===== config.mk =====
export PLATFORM = sky130hd
export DESIGN_NAME = can_mode_seq
export DESIGN_NICKNAME = d
export VERILOG_FILES = /design/src/rtl/can_mode_pkg.sv /design/src/rtl/cm_run_counter.sv /design/src/rtl/cm_occ_counter.sv /design/src/rtl/cm_mode_fsm.sv /design/src/rtl/can_mode_seq.sv
export SDC_FILE = /design/constraint.sdc
export NUM_CORES = 1
export LEC_CHECK = 0
export ABC_AREA = 1
export BUFFER_PORTS_ARGS = -buffer_cell sky130_fd_sc_hd__buf_2
export CORE_MARGIN = 2
export CORE_UTILIZATION = 54
export DETAILED_ROUTE_END_ITERATION = 8
export GPL_ROUTABILITY_DRIVEN = 1
export PLACE_DENSITY_LB_ADDON = 0.15
export SETUP_SLACK_MARGIN = 0.02
export SLEW_MARGIN = 20
export SYNTH_ARGS = -nofsm -noshare
export SYNTH_HDL_FRONTEND = slang
export SYNTH_SLANG_ARGS = --single-unit

===== constraint.sdc =====
create_clock -name clk -period 2 [get_ports clk]
set_clock_uncertainty 0.15 [all_clocks]
set_input_delay 0.2 -clock clk [delete_from_list [all_inputs] [get_ports clk]]
set_output_delay 0.2 -clock clk [all_outputs]
set_load 0.02 [all_outputs]

===== src/rtl/can_mode_pkg.sv =====
package can_mode_pkg;

  typedef enum logic [1:0] {
    MD_SLEEP  = 2'd0,
    MD_INIT   = 2'd1,
    MD_NORMAL = 2'd2,
    MD_BUSOFF = 2'd3
  } mode_e;

endpackage


===== src/rtl/cm_run_counter.sv =====
module cm_run_counter #(
  parameter int IDLE_LEN = 11
) (
  input  logic clk,
  input  logic rst_n,
  input  logic clr_i,
  input  logic stb_i,
  input  logic rx_i,
  output logic idle_pulse_o
);
  localparam int RUN_W = $clog2(IDLE_LEN + 1);

  logic [RUN_W-1:0] cnt_q;

  function automatic logic [RUN_W-1:0] run_step(input logic [RUN_W-1:0] cnt,
                                                input logic rx);
    if (!rx) return '0;
    if (cnt == RUN_W'(IDLE_LEN - 1)) return '0;
    return cnt + 1'b1;
  endfunction

  assign idle_pulse_o = !clr_i && stb_i && rx_i && (cnt_q == RUN_W'(IDLE_LEN - 1));

  always_ff @(posedge clk or negedge rst_n) begin
    if (!rst_n)       cnt_q <= '0;
    else if (clr_i)   cnt_q <= '0;
    else if (stb_i)   cnt_q <= run_step(cnt_q, rx_i);
  end


  dominant_restart_chk: assert property (@(posedge clk) disable iff (!rst_n)
    (stb_i && !rx_i && !clr_i) |=> (cnt_q == '0));


  no_strobe_hold_chk: assert property (@(posedge clk) disable iff (!rst_n)
    (!stb_i && !clr_i) |=> $stable(cnt_q));

endmodule


===== src/rtl/cm_occ_counter.sv =====
module cm_occ_counter #(
  parameter int RECOV_RUNS = 128
) (
  input  logic clk,
  input  logic rst_n,
  input  logic clr_i,
  input  logic pulse_i,
  output logic done_o
);
  localparam int OCC_W = $clog2(RECOV_RUNS + 1);

  logic [OCC_W-1:0] occ_q;

  function automatic logic [OCC_W-1:0] occ_step(input logic [OCC_W-1:0] cnt);
    if (cnt == OCC_W'(RECOV_RUNS)) return cnt;
    return cnt + 1'b1;
  endfunction

  assign done_o = (occ_q == OCC_W'(RECOV_RUNS));

  always_ff @(posedge clk or negedge rst_n) begin
    if (!rst_n)        occ_q <= '0;
    else if (clr_i)    occ_q <= '0;
    else if (pulse_i)  occ_q <= occ_step(occ_q);
  end


  done_after_run_chk: assert property (@(posedge clk) disable iff (!rst_n)
    $rose(done_o) |-> $past(pulse_i));

endmodule


===== src/rtl/cm_mode_fsm.sv =====
module cm_mode_fsm
  import can_mode_pkg::*;
(
  input  logic  clk,
  input  logic  rst_n,
  input  logic  req_sleep,
  input  logic  req_init,
  input  logic  cfg_auto_wake,
  input  logic  cfg_auto_recov,
  input  logic  tec_over,
  input  logic  idle_pulse,
  input  logic  dom_strobe,
  input  logic  recov_done,
  input  logic  bit_stb,
  output mode_e mode_q,
  output logic  ack_init_q,
  output logic  wake_evt_q
);
  mode_e mode_d;
  logic  wake_lock_q;
  logic  sleep_ok;
  logic  auto_wake_go;
  logic  idle_exit;

  assign sleep_ok     = req_sleep && !wake_lock_q;
  assign auto_wake_go = (mode_q == MD_SLEEP) && dom_strobe && cfg_auto_wake;
  assign idle_exit    = (mode_q == MD_SLEEP) && !req_sleep && idle_pulse;

  always_comb begin
    mode_d = mode_q;
    unique case (mode_q)
      MD_SLEEP: begin
        if (auto_wake_go)   mode_d = MD_NORMAL;
        else if (idle_exit) mode_d = req_init ? MD_INIT : MD_NORMAL;
      end
      MD_INIT: begin
        if (!req_init) mode_d = sleep_ok ? MD_SLEEP : MD_NORMAL;
      end
      MD_NORMAL: begin
        if (tec_over)      mode_d = MD_BUSOFF;
        else if (req_init) mode_d = MD_INIT;
        else if (sleep_ok) mode_d = MD_SLEEP;
      end
      MD_BUSOFF: begin
        if (recov_done && cfg_auto_recov) mode_d = MD_NORMAL;
        else if (recov_done && req_init)  mode_d = MD_INIT;
      end
      default: mode_d = MD_SLEEP;
    endcase
  end

  always_ff @(posedge clk or negedge rst_n) begin
    if (!rst_n) begin
      mode_q      <= MD_SLEEP;
      ack_init_q  <= 1'b0;
      wake_evt_q  <= 1'b0;
      wake_lock_q <= 1'b0;
    end else begin
      mode_q     <= mode_d;
      ack_init_q <= (mode_q == MD_INIT) && (ack_init_q || bit_stb);
      wake_evt_q <= (mode_q == MD_SLEEP) && dom_strobe;
      if (!req_sleep)        wake_lock_q <= 1'b0;
      else if (auto_wake_go) wake_lock_q <= 1'b1;
    end
  end


  sleep_exit_cause_chk: assert property (@(posedge clk) disable iff (!rst_n)
    (mode_q != MD_SLEEP && $past(mode_q) == MD_SLEEP) |->
      $past(idle_pulse || (dom_strobe && cfg_auto_wake)));


  sleep_held_chk: assert property (@(posedge clk) disable iff (!rst_n)
    (mode_q == MD_SLEEP && req_sleep && !(dom_strobe && cfg_auto_wake)) |=>
      (mode_q == MD_SLEEP));


  init_ack_scope_chk: assert property (@(posedge clk) disable iff (!rst_n)
    ack_init_q |-> (mode_q == MD_INIT || $past(mode_q) == MD_INIT));


  busoff_entry_chk: assert property (@(posedge clk) disable iff (!rst_n)
    (mode_q == MD_NORMAL && tec_over) |=> (mode_q == MD_BUSOFF));


  busoff_exit_chk: assert property (@(posedge clk) disable iff (!rst_n)
    (mode_q != MD_BUSOFF && $past(mode_q) == MD_BUSOFF) |-> $past(recov_done));


  wake_pulse_chk: assert property (@(posedge clk) disable iff (!rst_n)
    wake_evt_q |-> $past(mode_q == MD_SLEEP && dom_strobe));


  wake_lock_chk: assert property (@(posedge clk) disable iff (!rst_n)
    (mode_q == MD_NORMAL && wake_lock_q && !tec_over && !req_init) |=>
      (mode_q == MD_NORMAL));

endmodule


===== src/rtl/can_mode_seq.sv =====
module can_mode_seq
  import can_mode_pkg::*;
#(
  parameter int IDLE_LEN   = 11,
  parameter int RECOV_RUNS = 128,
  parameter int TEC_W      = 9,
  parameter int TEC_LIMIT  = 255
) (
  input  logic             clk,
  input  logic             rst_n,
  input  logic             rx_bit,
  input  logic             bit_stb,
  input  logic             req_sleep,
  input  logic             req_init,
  input  logic             cfg_auto_wake,
  input  logic             cfg_auto_recov,
  input  logic [TEC_W-1:0] tx_err_cnt,
  output logic             ack_sleep,
  output logic             ack_init,
  output logic             bus_off,
  output logic             wake_evt
);
  function automatic logic tec_exceeds(input logic [TEC_W-1:0] tec);
    return tec > TEC_W'(TEC_LIMIT);
  endfunction

  mode_e mode_q;
  logic  tec_over;
  logic  dom_strobe;
  logic  idle_pulse;
  logic  recov_done;
  logic  run_clr;
  logic  occ_clr;

  assign tec_over   = tec_exceeds(tx_err_cnt);
  assign dom_strobe = bit_stb && !rx_bit;
  assign run_clr    = !(((mode_q == MD_SLEEP) && !req_sleep) || (mode_q == MD_BUSOFF));
  assign occ_clr    = (mode_q != MD_BUSOFF);

  cm_run_counter #(.IDLE_LEN(IDLE_LEN)) u_run (
    .clk          (clk),
    .rst_n        (rst_n),
    .clr_i        (run_clr),
    .stb_i        (bit_stb),
    .rx_i         (rx_bit),
    .idle_pulse_o (idle_pulse)
  );

  cm_occ_counter #(.RECOV_RUNS(RECOV_RUNS)) u_occ (
    .clk     (clk),
    .rst_n   (rst_n),
    .clr_i   (occ_clr),
    .pulse_i (idle_pulse),
    .done_o  (recov_done)
  );

  cm_mode_fsm u_fsm (
    .clk            (clk),
    .rst_n          (rst_n),
    .req_sleep      (req_sleep),
    .req_init       (req_init),
    .cfg_auto_wake  (cfg_auto_wake),
    .cfg_auto_recov (cfg_auto_recov),
    .tec_over       (tec_over),
    .idle_pulse     (idle_pulse),
    .dom_strobe     (dom_strobe),
    .recov_done     (recov_done),
    .bit_stb        (bit_stb),
    .mode_q         (mode_q),
    .ack_init_q     (ack_init),
    .wake_evt_q     (wake_evt)
  );

  assign ack_sleep = (mode_q == MD_SLEEP);
  assign bus_off   = (mode_q == MD_BUSOFF);


  reset_outputs_chk: assert property (@(posedge clk)
    !rst_n |=> (ack_sleep && !ack_init && !bus_off && !wake_evt));

endmodule


==> qor.yml, run 1 <==
drc: 0
finalSetupTns_ns: 0
antenna_left: 0
regArea_um2: 425
ioPinCount: 21
cts.clk_slew.worst_paths_ns: 0.11
place_hpwl_mm: 1.68
layout_setup_ws_ns: 0.199
drive_gt1_share_pct: 17.5
port-buffer-count: 12
finish.net_count: 193
drv_cap: 0
ys_top_cells_by_area: "dfrtp_1 (39%), nand2_1 (15%), inv_1 (7.1%), nand3_1 (5.9%), nor2_1 (5.4%)"
yosysMostFrequentCell: "nand2_1"
routed_wl_mm: 2.20
ys_types: 24
drt-initial-drc-count: 30
worstReg2RegStart: "u_occ.occ_q[0]"
relSlewSlack_pct: 75.0
synth_top_area_share_pct: 38.5
async_flop_share_pct: 100
drt_first_pass_iters: 4
grt_start_max_net_pins: 18
seqPwrFrac_pct: 41.4
worstMarginPinSlew_ns: 0.375
cts.path.max_buffers: 2
fin_crit_sh_pct: 90.1
internal_power_w: 0.000586
synth_commonest_cells: "nand2_1 (43), inv_1 (21), dfrtp_1 (17)"
crit_slowest_cell: "dfrtp_1"
synth_ff_type: "dfrtp_1"
fp-row-count: 16
synthCells: 152
setup_viol: 0
grt_pass1_vias: 958
grt_antenna_before_repair: 0
worstPathRequired_ns: 1.65
viasPerCell: 4.94
hold_viol: 0
cp_max_fo: 10
clockPowerShare_pct: 18.9
antenna_cells: 0
power.density_mw_per_mm2: 806
synth-seq-cells: 17
pwr-share-comb_pct: 39.6
htreeDepth: 1
die_h_um: 49.2
hold_class: "in -> reg"
post_cts_buffers: 0
fin_util_pct: 64.6
overflow: 0
clock-sinks: 17
wl_per_cell_um: 11.1
critPathMaxStageDelay_ns: 0.46
placed_cells: 191
fillCellCount: 189
multiInputGateArea_um2: 589
path_cells: "nand2_2, clkinv_1, buf_2"
clockRootBuffer: "clkbuf_4"
floorplan.initialDensity_pct: 56.8
max_freq_mhz: 555
power.leakage_nw: 0.630
crit_arrival_ns: 1.45
netSwitchingFraction_pct: 42.1
yosysTopAreaCell: "dfrtp_1"
synth_fp_nets: 173
yosys_warnings: 0
worst_setup_path_start_kind: "flip-flop"
maxSlewViolCount: 0
grt_use_total_pct: 21.4
vias: 979
place_ws_ns: 0.271
ys_seq_area_share_pct: 38.5
crit_start: "u_fsm.mode_q[0]"
end_kind: "output pin"
rrSetupSlack_ns: 0.26
cts_tree: "done"
avgSynthCellArea_um2: 7.26
power.total_w: 0.00101
worst-setup-path-type: "reg -> out"
rsz0062_at_grt: "false"
die_w_um: 49.2
status: "completed"
gp_congestion: 0.817
ir_worst_vdd_uv: 641
hold_start: "bit_stb"
coreArea_mm2: 0.00194
grt_pass1_wl_mm: 3.92
fin_cells: 198
synth_area_mm2: 0.00110
fin_crit_ns: 1.80
syn_to_final_growth_pct: 13.7
numCtsBuffers: 3
synth_edf_count: 0
clk_latency_ns: 0.30
die-area_mm2: 0.00242
netSwitchingPower_w: 0.000426
==> through the flow <==
stage          cell area, µm²  hold WS, ns
3_3_place_gp             1200     -0.00798
6_report                 1250       0.0126
4_1_cts                  1250       0.0124
3_5_place_dp             1200      -0.0110
5_1_grt                  1250       0.0251
2_1_floorplan            1100       -0.246
==> power by group through the flow <==
stage / clock network [W] / logic [W] / registers (W)
finish: 0.000192 / 0.000401 / 0.000419
global route: 0.000217 / 0.000465 / 0.000425
CTS: 0.000196 / 0.000404 / 0.000419
detailed placement: 0 / 0.000398 / 0.000426
global placement: 0 / 0.000389 / 0.000424
floorplan: 0 / 0.000287 / 0.000432
==> area by class of cell <==
cell class	count	area share, %
Sequential cell	17	33.9
Tap cell	27	2.69
Timing Repair Buffer	15	7.18
Multi-Input combinational cell	112	47.0
Inverter	23	7.08
Clock buffer	3	1.79
Clock inverter	1	0.399
==> timing repair <==
item	4_1_cts	5_1_grt
endpoints found under the hold margin	19	0
hold buffers	3	0
gates resized for setup	0	0
==> critical path, delay by kind of cell, from the launching register on <==
family / cells / cell delay [ns]
and+or+nand+nor: 1 / 0.15
buffers and inverters: 2 / 0.53
DFF: 1 / 0.46
==> worst paths after layout <==
check / endpoint / cells after the start
worst max register to register: u_fsm.mode_q[0] / 10
min in group asynchronous: u_fsm.wake_evt_q / 2
worst min-delay path: u_fsm.ack_init_q / 3
worst min register to register: u_fsm.ack_init_q / 2
worst max-delay path: bus_off / 3
max in group asynchronous: u_occ.occ_q[3] / 2
==> registers in the layout, indices dropped and copies added (netlist names) <==
name,flops
u_fsm.ack_init_q,1
u_fsm.mode_q,2
u_run.cnt_q,4
u_fsm.wake_evt_q,1
u_fsm.wake_lock_q,1
u_occ.occ_q,8
==> metal layers <==
layer	GRT usage, %	share of wire [%]	vias up	wire (µm)
li1	-	-	522	-
met1	27.6	48	438	1060
met2	34.9	48	15	1060
met3	2.76	2.2	4	49
met4	11.0	1.8	0	40
met5	0	0	-	0
==> cell families (layout without fill, tap and decap cells) <==
kind of cell	count (synthesis)	in the layout	share of synthesized area (%)
AOI/OAI and AO/OA	21	21	11.0
adders and majority gates	4	4	4.54
buffers and inverters	23	42	8.05
DFF	17	17	38.5
and+or+nand+nor	87	87	37.9
==> cell usage in the layout (no fill, tap or decap), types with 4 or more instances in the layout <==
cell / synthesis / layout
o21ai_0: 6 / 6
a21oi_1: 7 / 7
nor2_2: 5 / 5
nand3_1: 13 / 13
buf_2: 0 / 12
inv_1: 21 / 21
nand2_1: 43 / 43
ha_1: 4 / 4
dfrtp_1: 17 / 17
nor2_1: 16 / 16
Power figures use the tool's default switching activity.
==> run 2, diff against run 1 <==
- PLACE_DENSITY: not set -> 0.81
- PLACE_DENSITY_LB_ADDON: 0.15 -> not set
==> qor.yml, run 2 (same netlist as run 1, synthesis figures left out) <==
status: "completed"  # unchanged
layout_setup_ws_ns: 0.212  # was 0.199 ns
port-buffer-count: 12  # unchanged
cts.path.max_buffers: 2  # unchanged
syn_to_final_growth_pct: 12.7  # was 13.7%
cp_max_fo: 10  # unchanged
relSlewSlack_pct: 75.0  # about the same
holdPathStages: 3  # unchanged
power.density_mw_per_mm2: 804  # was 806 mW/mm²
worstPathRequired_ns: 1.65  # about the same
max_freq_mhz: 559  # was 555 MHz
grt_pass1_vias: 935  # was 958
ioPinCount: 21  # unchanged
timing.rr.end: "u_occ.occ_q[0]"  # was u_fsm.mode_q[0]
crit_slowest_cell: "dfrtp_1"  # unchanged
grt_pass1_wl_mm: 4.04  # was 3.92 mm
die_h_um: 49.2  # unchanged
wl_per_cell_um: 10.8  # was 11.1 µm
rrSetupSlack_ns: 0.26  # about the same
viasPerCell: 4.99  # was 4.94
antenna_cells: 0  # unchanged
cp_top_family: "buffers and inverters"  # unchanged
hold_viol: 0  # unchanged
rsz0062_at_grt: "false"  # unchanged
critPathCapture: "bus_off"  # unchanged
clockRootBuffer: "clkbuf_4"  # unchanged
crit_start: "u_fsm.mode_q[0]"  # unchanged
biggestRegsByFlops: "u_occ.occ_q (8), u_run.cnt_q (4), u_fsm.mode_q (2)"  # unchanged
ir_worst_vdd_uv: 643  # was 641 µV
fp-row-count: 16  # unchanged
end_kind: "output pin"  # unchanged
clk_latency_ns: 0.29  # was 0.30 ns
fin_crit_sh_pct: 89.4  # was 90.1%
regArea_um2: 425  # unchanged
drive_gt1_share_pct: 17.1  # was 17.5%
critPathMaxStageDelay_ns: 0.46  # about the same
final_cell_mix: "nand2_1 (43), inv_1 (21), dfrtp_1 (17)"  # unchanged
place_hpwl_mm: 1.68  # about the same
drt-initial-drc-count: 21  # was 30
worst-setup-path-type: "reg -> out"  # unchanged
power.leakage_nw: 0.623  # was 0.630 nW
final_common_cell: "nand2_1"  # unchanged
cts_tree: "done"  # unchanged
finish.net_count: 192  # was 193
maxSlewViolCount: 0  # unchanged
drc: 0  # unchanged
floorplan.initialDensity_pct: 56.8  # unchanged
drv_cap: 0  # unchanged
vias: 983  # was 979
fillCellCount: 190  # was 189
multiInputGateArea_um2: 589  # unchanged
routed_wl_mm: 2.14  # was 2.20 mm
drt_first_pass_iters: 4  # unchanged
power.total_w: 0.00100  # was 0.00101 W
largest-register: "u_occ.occ_q"  # unchanged
grt_antenna_before_repair: 0  # unchanged
fin_cells: 197  # was 198
r2r_cells: 10  # unchanged
antenna_left: 0  # unchanged
placed_cells: 191  # unchanged
path_cells: "nand2_2, clkinv_1, buf_2"  # unchanged
largest_reg_flops: 8  # unchanged
place_ws_ns: 0.285  # was 0.271 ns
htreeDepth: 1  # unchanged
numCtsBuffers: 3  # unchanged
critPathBufInv: 2  # unchanged
overflow: 0  # unchanged
clock-sinks: 17  # unchanged
worstMarginPinSlew_ns: 0.375  # about the same
worst_setup_path_start_kind: "flip-flop"  # unchanged
grt_use_total_pct: 21.2  # was 21.4%
die-area_mm2: 0.00242  # unchanged
cts_resized: 0  # unchanged
gp_congestion: 0.811  # was 0.817
setup_viol: 0  # unchanged
fin_crit_ns: 1.79  # was 1.80 ns
die_w_um: 49.2  # unchanged
crit_arrival_ns: 1.44  # was 1.45 ns
cts.clk_slew.worst_paths_ns: 0.10  # was 0.11 ns
worstReg2RegStart: "u_run.cnt_q[0]"  # was u_occ.occ_q[0]
coreArea_mm2: 0.00194  # unchanged
hold_slack_ns: 0.0217  # was 0.0126 ns
grt_start_max_net_pins: 18  # unchanged
cp.depth: 3  # unchanged
finalSetupTns_ns: 0  # unchanged
hold_class: "in -> reg"  # unchanged
run 2: worst min path at each step:
stage | from | slack [ns] | to
after floorplan | rst_n | -0.25 | u_fsm.ack_init_q
after global placement | rst_n | -0.006 | u_fsm.mode_q[1]
after detailed placement | rst_n | -0.008 | u_fsm.mode_q[1]
after CTS | bit_stb | 0.02 | u_fsm.ack_init_q
after global routing | bit_stb | 0.03 | u_fsm.ack_init_q
final | bit_stb | 0.02 | u_fsm.ack_init_q
run 2: cell type report:
type / instances / area share [%]
sequential: 17 / 34.2
tap: 27 / 2.72
clock buffer: 4 / 2.11
timing repair buffer: 14 / 6.44
inverter: 23 / 7.14
multi-input combinational: 112 / 47.4
run 2: what timing repair did:
action	4_1_cts	5_1_grt
setup buffers	0	0
hold endpoints to repair	18	0
hold buffers	2	0
run 2: metal layers:
layer | GRT usage [%] | routed length, µm
met1 | 29.0 | 1010
met3 | 2.76 | 39
met5 | 0 | 0
met2 | 36.5 | 1070
met4 | 2.86 | 9
run 2: worst reg2reg max path: cells and delay by family (launching register included):
kind / cells / cell delay, ns
adder cells (fa/ha/maj): 1 / 0.17
flip-flops: 1 / 0.42
AND/OR/NAND/NOR: 7 / 0.79
buffers and inverters: 2 / 0.15
run 2: power by group:
group          switching (W)  leakage (nW)  internal [W]
Clock               0.000107        0.0150     0.0000774
Combinational       0.000265         0.375      0.000131
Sequential         0.0000405         0.233      0.000380
Total               0.000412         0.623      0.000588
run 2: through the flow:
| stage | instance area [µm²] | util, % |
|---|---|---|
| floorplan | 1100 | - |
| global placement | 1200 | 61.7 |
| detailed placement | 1200 | 61.7 |
| CTS | 1240 | 64.0 |
| global route | 1240 | 64.0 |
| finish | 1240 | 64.0 |
